## src/rtl/hcs_pkg.sv

```systemverilog
package hcs_pkg;

  localparam int HCS_ADDR_W = 64;

  // Interleave mode codes; the numeric values are part of the port contract.
  typedef enum logic [3:0] {
    MODE_C3_1K  = 4'd0,
    MODE_C3_2K  = 4'd1,
    MODE_C5_1K  = 4'd2,
    MODE_C5_2K  = 4'd3,
    MODE_C6_1K  = 4'd4,
    MODE_C6_2K  = 4'd5,
    MODE_C10_1K = 4'd6,
    MODE_C10_2K = 4'd7,
    MODE_C12_1K = 4'd8,
    MODE_C12_2K = 4'd9,
    MODE_C24_1K = 4'd10,
    MODE_C24_2K = 4'd11
  } hcsMode_e;

  localparam logic [3:0] MODE_LAST = 4'd11;

  // Strobes from control to datapath.
  typedef struct packed {
    logic capture;
  } hcsStrobe_t;

  // One XOR-folded hash bit: base bit plus four gated granularity bits.
  function automatic logic foldHash(input logic [HCS_ADDR_W-1:0] a,
                                    input int baseBit,
                                    input int p64k, input int p2m,
                                    input int p1g,  input int p1t,
                                    input logic [3:0] en);
    return a[baseBit] ^ (a[p64k] & en[0]) ^ (a[p2m] & en[1]) ^
           (a[p1g] & en[2]) ^ (a[p1t] & en[3]);
  endfunction

  // Final reduction of an already-folded small value.
  function automatic logic [2:0] reduceSmall(input logic [5:0] v,
                                             input logic [5:0] m);
    logic [5:0] r;
    r = v;
    for (int i = 0; i < 16; i++) begin
      if (r >= m) r = r - m;
    end
    return r[2:0];
  endfunction

endpackage

```

## src/rtl/hcs_residue.sv

```systemverilog
// Combinational residue modulo 3 or 5 of a wide value by digit folding:
// 4 = 1 (mod 3) so base-4 digits are summed; 16 = 1 (mod 5) so base-16
// digits are summed. Two folds bring the value under 64.
module hcs_residue
  import hcs_pkg::*;
#(
  parameter int DIV_W = 54
) (
  input  logic [DIV_W-1:0] divIn,
  input  logic             useFive,
  output logic [2:0]       residue
);

  localparam int N4   = (DIV_W + 1) / 2;
  localparam int N16  = (DIV_W + 3) / 4;
  localparam int PAD4 = N4 * 2;
  localparam int PAD16 = N16 * 4;

  logic [PAD4-1:0]  v4;
  logic [PAD16-1:0] v16;
  logic [15:0]      sum3a, sum5a;
  logic [5:0]       sum3b, sum5b;
  logic [2:0]       res3, res5;

  assign v4  = PAD4'(divIn);
  assign v16 = PAD16'(divIn);

  // First fold: one adder chain per modulus, one term per digit.
  always_comb begin
    sum3a = '0;
    for (int i = 0; i < N4; i++) sum3a = sum3a + 16'(v4[2*i +: 2]);
  end

  always_comb begin
    sum5a = '0;
    for (int i = 0; i < N16; i++) sum5a = sum5a + 16'(v16[4*i +: 4]);
  end

  // Second fold over the 16-bit partial sums.
  always_comb begin
    sum3b = '0;
    for (int i = 0; i < 8; i++) sum3b = sum3b + 6'(sum3a[2*i +: 2]);
  end

  always_comb begin
    sum5b = '0;
    for (int i = 0; i < 4; i++) sum5b = sum5b + 6'(sum5a[4*i +: 4]);
  end

  assign res3    = reduceSmall(sum3b, 6'd3);
  assign res5    = reduceSmall(sum5b, 6'd5);
  assign residue = useFive ? res5 : res3;

endmodule

```

## src/rtl/hcs_ctrl.sv

```systemverilog
module hcs_ctrl
  import hcs_pkg::*;
(
  input  logic       clk,
  input  logic       rstN,
  input  logic       inValid,
  output hcsStrobe_t strobe,
  output logic       outValid
);

  assign strobe.capture = inValid;

  always_ff @(posedge clk or negedge rstN) begin
    if (!rstN) outValid <= 1'b0;
    else       outValid <= inValid;
  end

  // result qualifier follows the request by exactly one cycle
  p_valid_follow_r1: assert property (@(posedge clk) disable iff (!rstN)
    inValid |=> outValid);
  p_valid_idle_r1: assert property (@(posedge clk) disable iff (!rstN)
    !inValid |=> !outValid);

endmodule

```

## src/rtl/hcs_datapath.sv

```systemverilog
module hcs_datapath
  import hcs_pkg::*;
#(
  parameter int ADDR_W  = HCS_ADDR_W,
  parameter int ID_W    = 16,
  parameter int CNT_W   = 6,
  parameter int SHIFT_W = 5
) (
  input  logic               clk,
  input  logic               rstN,
  input  hcsStrobe_t         strobe,
  input  logic [ADDR_W-1:0]  addrIn,
  input  logic [3:0]         modeIn,
  input  logic [3:0]         hashEnIn,
  input  logic [CNT_W-1:0]   chanCountIn,
  input  logic [SHIFT_W-1:0] sockShiftIn,
  output logic [ID_W-1:0]    chanId,
  output logic               idErr
);

  localparam int DIV_W  = ADDR_W - 10;
  localparam int WIDE_W = ID_W + (1 << SHIFT_W);

  // Captured request
  logic [ADDR_W-1:0]  addrQ;
  logic [3:0]         modeQ;
  logic [3:0]         hashEnQ;
  logic [CNT_W-1:0]   chanCountQ;
  logic [SHIFT_W-1:0] sockShiftQ;

  always_ff @(posedge clk or negedge rstN) begin
    if (!rstN) begin
      addrQ      <= '0;
      modeQ      <= '0;
      hashEnQ    <= '0;
      chanCountQ <= '0;
      sockShiftQ <= '0;
    end else if (strobe.capture) begin
      addrQ      <= addrIn;
      modeQ      <= modeIn;
      hashEnQ    <= hashEnIn;
      chanCountQ <= chanCountIn;
      sockShiftQ <= sockShiftIn;
    end
  end

  // Bits 7:0 and 11:10 never steer the channel.
  logic unusedAddrBits;
  assign unusedAddrBits = ^{addrQ[7:0], addrQ[11:10]};

  // Modulus selection: residue of the channel count modulo 3.
  logic [2:0] cntRes;
  logic       useFive;

  hcs_residue #(.DIV_W(CNT_W)) uCntRes (
    .divIn   (chanCountQ),
    .useFive (1'b0),
    .residue (cntRes)
  );

  assign useFive = (cntRes != 3'd0);

  // Hash bits
  logic g8, g9, g12, g13;
  assign g8  = foldHash(addrQ, 8, 16, 21, 30, 40, hashEnQ) ^ addrQ[14];
  assign g9  = foldHash(addrQ, 9, 17, 22, 31, 41, hashEnQ);
  assign g12 = foldHash(addrQ, 12, 18, 23, 32, 42, hashEnQ);
  assign g13 = foldHash(addrQ, 13, 19, 24, 33, 43, hashEnQ);

  // Per-mode dividend
  logic [DIV_W-1:0] dividend;
  logic             badMode;

  always_comb begin
    dividend = '0;
    badMode  = 1'b0;
    unique case (modeQ)
      MODE_C24_1K,
      MODE_C12_2K:               dividend = {addrQ[ADDR_W-1:13], 3'b000};
      MODE_C24_2K:               dividend = {addrQ[ADDR_W-1:14], 4'b0000};
      MODE_C12_1K,
      MODE_C6_2K, MODE_C10_2K:   dividend = {addrQ[ADDR_W-1:12], 2'b00};
      MODE_C6_1K, MODE_C10_1K:   dividend = {addrQ[ADDR_W-1:12], addrQ[9], 1'b0};
      MODE_C3_1K, MODE_C5_1K:    dividend = {addrQ[ADDR_W-1:12], addrQ[9:8]};
      MODE_C3_2K, MODE_C5_2K:    dividend = {addrQ[ADDR_W-1:12], addrQ[8], 1'b0};
      default:                   badMode  = 1'b1;
    endcase
  end

  logic [2:0] divRes;

  hcs_residue #(.DIV_W(DIV_W)) uDivRes (
    .divIn   (dividend),
    .useFive (useFive),
    .residue (divRes)
  );

  // Packing
  logic [WIDE_W-1:0] wideId;
  logic [WIDE_W-1:0] sockBit;
  logic              overflow;

  assign sockBit = WIDE_W'(g8) << sockShiftQ;

  always_comb begin
    wideId = '0;
    unique case (modeQ)
      MODE_C24_1K: wideId = (WIDE_W'(divRes) << 2) | WIDE_W'({g12, g9})  | sockBit;
      MODE_C24_2K: wideId = (WIDE_W'(divRes) << 2) | WIDE_W'({g13, g12}) | sockBit;
      MODE_C12_1K: wideId = (WIDE_W'(divRes) << 2) | WIDE_W'({g9, g8});
      MODE_C12_2K: wideId = (WIDE_W'(divRes) << 2) | WIDE_W'({g12, g8});
      MODE_C6_1K, MODE_C6_2K,
      MODE_C10_1K, MODE_C10_2K:
                   wideId = (WIDE_W'(divRes) << 1) | WIDE_W'(g8);
      MODE_C3_1K, MODE_C3_2K,
      MODE_C5_1K, MODE_C5_2K:
                   wideId = WIDE_W'(divRes);
      default:     wideId = '0;
    endcase
  end

  assign overflow = |wideId[WIDE_W-1:ID_W];
  assign idErr    = badMode | overflow;
  assign chanId   = idErr ? '0 : wideId[ID_W-1:0];

  // residue stays below the chosen modulus
  p_res_range_r2: assert property (@(posedge clk) disable iff (!rstN)
    divRes < (useFive ? 3'd5 : 3'd3));

  // narrow modes never exceed the largest residue and never flag
  p_narrow_r7: assert property (@(posedge clk) disable iff (!rstN)
    (modeQ <= MODE_C5_2K) |-> (!idErr && chanId < ID_W'(5)));

  // codes above the last valid mode give zero with the flag
  p_bad_mode_r8: assert property (@(posedge clk) disable iff (!rstN)
    (modeQ > MODE_LAST) |-> (idErr && chanId == '0));

  // g8 shifted past the identifier width raises the flag
  p_no_overflow_r9: assert property (@(posedge clk) disable iff (!rstN)
    ((modeQ == MODE_C24_1K || modeQ == MODE_C24_2K) && g8 &&
     (32'(sockShiftQ) >= ID_W)) |-> (idErr && chanId == '0));

  // no capture, no change
  p_hold_r10: assert property (@(posedge clk) disable iff (!rstN)
    !strobe.capture |=> ($stable(chanId) && $stable(idErr)));

endmodule

```

## src/rtl/nonpow2_chan_select.sv

```systemverilog
module nonpow2_chan_select
  import hcs_pkg::*;
#(
  parameter int ID_W    = 16,
  parameter int CNT_W   = 6,
  parameter int SHIFT_W = 5
) (
  input  logic                  clk,
  input  logic                  rstN,
  input  logic                  inValid,
  input  logic [HCS_ADDR_W-1:0] inAddr,
  input  logic [3:0]            inMode,
  input  logic [3:0]            inHashEn,
  input  logic [CNT_W-1:0]      inChanCount,
  input  logic [SHIFT_W-1:0]    inSockShift,
  output logic                  outValid,
  output logic [ID_W-1:0]       outChanId,
  output logic                  outErr
);

  hcsStrobe_t strobe;

  hcs_ctrl uCtrl (
    .clk      (clk),
    .rstN     (rstN),
    .inValid  (inValid),
    .strobe   (strobe),
    .outValid (outValid)
  );

  hcs_datapath #(
    .ADDR_W  (HCS_ADDR_W),
    .ID_W    (ID_W),
    .CNT_W   (CNT_W),
    .SHIFT_W (SHIFT_W)
  ) uData (
    .clk         (clk),
    .rstN        (rstN),
    .strobe      (strobe),
    .addrIn      (inAddr),
    .modeIn      (inMode),
    .hashEnIn    (inHashEn),
    .chanCountIn (inChanCount),
    .sockShiftIn (inSockShift),
    .chanId      (outChanId),
    .idErr       (outErr)
  );

  // reset state is quiet (checked one cycle after reset release)
  p_reset_quiet_r11: assert property (@(posedge clk) disable iff (!rstN)
    $rose(rstN) |-> (!outValid && outChanId == '0 && !outErr));

endmodule

```

## config.mk

```make
export PLATFORM = sky130hd
export DESIGN_NAME = nonpow2_chan_select
export DESIGN_NICKNAME = d
export VERILOG_FILES = /design/src/rtl/hcs_pkg.sv /design/src/rtl/hcs_residue.sv /design/src/rtl/hcs_ctrl.sv /design/src/rtl/hcs_datapath.sv /design/src/rtl/nonpow2_chan_select.sv
export SDC_FILE = /design/constraint.sdc
export NUM_CORES = 1
export LEC_CHECK = 0
export ABC_AREA = 1
export BUFFER_PORTS_ARGS = -buffer_cell sky130_fd_sc_hd__buf_2
export CORE_ASPECT_RATIO = 1.4
export CORE_UTILIZATION = 55
export CTS_BUF_LIST = sky130_fd_sc_hd__clkbuf_4 sky130_fd_sc_hd__clkbuf_8 sky130_fd_sc_hd__clkbuf_16
export CTS_CLUSTER_SIZE = 25
export DETAILED_ROUTE_END_ITERATION = 8
export PLACE_DENSITY = 0.74
export SLEW_MARGIN = 0
export SYNTH_ARGS = -nofsm -noshare
export SYNTH_HDL_FRONTEND = slang
export SYNTH_SLANG_ARGS = --single-unit
```

## constraint.sdc

```tcl
create_clock -name clk -period 38.5 [get_ports clk]
set_input_delay 11.55 -clock clk [delete_from_list [all_inputs] [get_ports clk]]
set_output_delay 11.55 -clock clk [all_outputs]
set_load 0.005 [all_outputs]
```

==> flow_metrics.py <==
metrics = {
    "drt": {
        "dr.pass1.iters": 5,
        "drc": 0,
        "vias": 13760,
        "drtIter0Drc": 500,
        "ant_nets": 0,
        "drt-vias-per-instance": 5.101,
        "wl_mm": 32.59,
        "routedWlPerCell_um": 12.08,
    },
    "yosys": {
        "synthArstFlopShare_pct": 100.0,
        "yosys.area_share.adder_pct": 20.52,
        "ys_types": 54,
        "ys.flop_type": "dfrtp_1",
        "avgSynthCellArea_um2": 6.831,
        "synth_xor_area_share_pct": 5.632,
        "synth_top_family_by_area": "simple AND/OR/NAND/NOR gates",
        "synth_compound_area_share_pct": 6.376,
        "netlist_area_mm2": 0.01531,
        "yosys.area_share.simple_pct": 42.54,
        "synthMuxAreaShare_pct": 1.545,
        "yosysWarnings": 0,
        "synthCells": 2241,
        "synth_edf_count": 0,
        "yosysSeqAreaShare_pct": 12.10,
        "syn_nets": 2518,
        "ys_ff_latch": 74,
    },
    "grt": {
        "grt_pass1_vias": 13380,
        "grt_overflow": 0,
        "grt_max_degree": 128,
        "grt_usage_pct": 23.64,
        "grt_first_pass_wirelength_mm": 55.71,
        "antenna_found_initial": 3,
    },
    "setup_path": {
        "reg2reg_from": "uData.sockShiftQ[2]",
        "crit_path_max_incr_delay_ns": 0.57,
        "end_kind": "output pin",
        "critPathKind": "reg2out",
        "slowest_stage": "fa_1",
        "critPathTopFamily": "adder cells",
        "crit_buf_inv": 23,
        "cp_common_cell": "ha_1",
        "worstSetupStartpointType": "flip-flop",
        "cp.arrival_ns": 22.10,
        "rr_worst_depth": 2,
        "cp_data_required_time_ns": 26.95,
        "path_max_fanout": 31,
        "rrSetupSlack_ns": 37.57,
        "rr_endpoint": "uData.sockShiftQ[2]",
    },
    "die": {
        "die_area_mm2": 0.02851,
        "die_x_um": 143.0,
        "die_y_um": 199.4,
        "core_region_area_mm2": 0.02709,
        "start_util_pct": 56.50,
        "rows": 71,
        "boundaryPins": 104,
    },
    "clock_tree": {
        "numClockSinks": 74,
        "cts.path.max_buffers": 2,
        "cts_tree": "done",
        "cts_setup_buffers": 0,
        "hold_buffers": 0,
        "numCtsBuffers": 9,
        "cts_resized": 0,
        "h-tree-depth": 3,
        "clkTransAtPathRegs_ns": 0.06,
        "clockRootBuffer": "clkbuf_16",
        "insertion_delay_ns": 0.34,
    },
    "sta": {
        "drv_slew": 0,
        "period_share_pct": 87.40,
        "max_slew_margin_pct": 27.62,
        "hold_viol": 0,
        "worst_slew_pin_slew_ns": 1.086,
        "timing.fmax_ghz": 0.02972,
        "finalSetupViolCount": 0,
        "fin_tns_setup_ns": 0,
        "grt_setup_unrepaired": "no",
        "fin_skew_ns": 0,
        "post-route-min-period_ns": 33.65,
    },
    "final_layout": {
        "drive_gt1_share_pct": 20.56,
        "multi_input_area_mm2": 0.01173,
        "ff_latch_area_mm2": 0.001852,
        "fin_util_pct": 60.85,
        "final_cells": 2697,
        "syn2layout_area_growth_pct": 7.708,
        "fill_cells": 2541,
        "finalInstanceArea_mm2": 0.01649,
        "fin_nets": 2603,
    },
    "min_path": {
        "hold_end": "uData.addrQ[48]",
        "hp-class": "reg2reg",
        "hp-start": "uData.addrQ[48]",
        "holdPathStages": 2,
    },
    "job": {
        "drv_cap": 0,
    },
    "place": {
        "place_area_mm2": 0.01617,
        "gp_congestion": 0.9343,
        "dp_hpwl_mm": 27.97,
        "dp.cells": 2680,
        "io_buffer_count": 93,
    },
    "outcome": {
        "status": "finished clean",
    },
}
-- area by class of cell --
cell class / instances / area share (%)
inverters: 439 / 10.03
repair buffers: 94 / 2.899
clock inverters: 6 / 0.5464
multi-input cells: 1708 / 71.12
clock buffers: 9 / 1.366
flip-flops and latches: 74 / 11.23
well taps: 365 / 2.770
diodes: 2 / 0.03036
-- cell usage after synthesis (all sizes together) (7+ instances only) --
cell type  number  area [µm²]
a21oi          35       224.0
a31oi          10       68.81
clkbuf         20       75.07
dfrtp          74        1852
fa            100        2002
ha             91        1139
inv           436        1642
mux2           21       236.5
nand2         690        3198
nand3         193        1291
nand3b          7       52.55
nand4          79       506.7
nor2          235        1276
nor3           14       91.34
o21ai         105       540.5
or2             9       56.31
xnor2          30       277.8
xor2           65       584.3
-- tightest hold or removal path, delay by kind of cell, from the launching register on --
kind / cells / cell delay (ns)
DFF: 1 / 0.32
AOI/OAI and AO/OA: 1 / 0.13
buffers and inverters: 1 / 0.05
-- cells by family (layout without fill, tap and decap cells) --
group,Yosys count,count (layout)
AOI/OAI and AO/OA,168,168
and+or+nand+nor,1233,1233
buffers and inverters,459,548
other,0,2
DFF,74,74
muxes,21,21
adders and majority gates,191,191
xor gates and xnor gates,95,95
-- worst max path at each step --
stage | to | startpoint | depth (start not counted)
5_1_grt | outChanId[2] | uData.modeQ[3] | 117
4_1_cts | outChanId[0] | uData.modeQ[3] | 110
3_5_place_dp | outChanId[3] | uData.modeQ[3] | 110
3_3_place_gp | outChanId[0] | uData.modeQ[3] | 110
2_1_floorplan | outChanId[2] | uData.modeQ[3] | 112
6_report | outChanId[3] | uData.modeQ[3] | 110
-- state kept, by name, indices dropped and copies added, names as in the netlist --
register and count:
uCtrl.outValid 1, uData.addrQ 54, uData.chanCountQ 6, uData.hashEnQ 4
uData.modeQ 4, uData.sockShiftQ 5
-- metal layers --
metal / vias to the layer above / track usage [%] / share of wire (%)
met3: 61 / 1.869 / 2.1
met5: - / 0 / 0.037
met4: 2 / 7.885 / 2.9
met1: 6339 / 24.35 / 38
li1: 7182 / - / -
met2: 174 / 48.71 / 56
-- cells in the final DEF (no fill, tap or decap), types with 77 or more instances in the layout --
cell type  instances
o21ai_0           88
nand2_1          533
buf_2             91
fa_1             100
nand4_1           77
nand3_1          152
nand2_2          121
ha_1              91
nor2_1           155
inv_1            398
-- metrics by stage --
step | hold slack (ns) | setup slack (ns)
CTS | 0.5295 | 4.790
global placement | 0.5012 | 5.612
floorplan | 0.4811 | 8.031
detailed placement | 0.5083 | 5.200
global route | 0.5347 | 2.906
finish | 0.5247 | 4.850
Power is left out: the tool's default activity adds up to more than one toggle a clock period on the data nets, which glitch-free logic cannot reach.
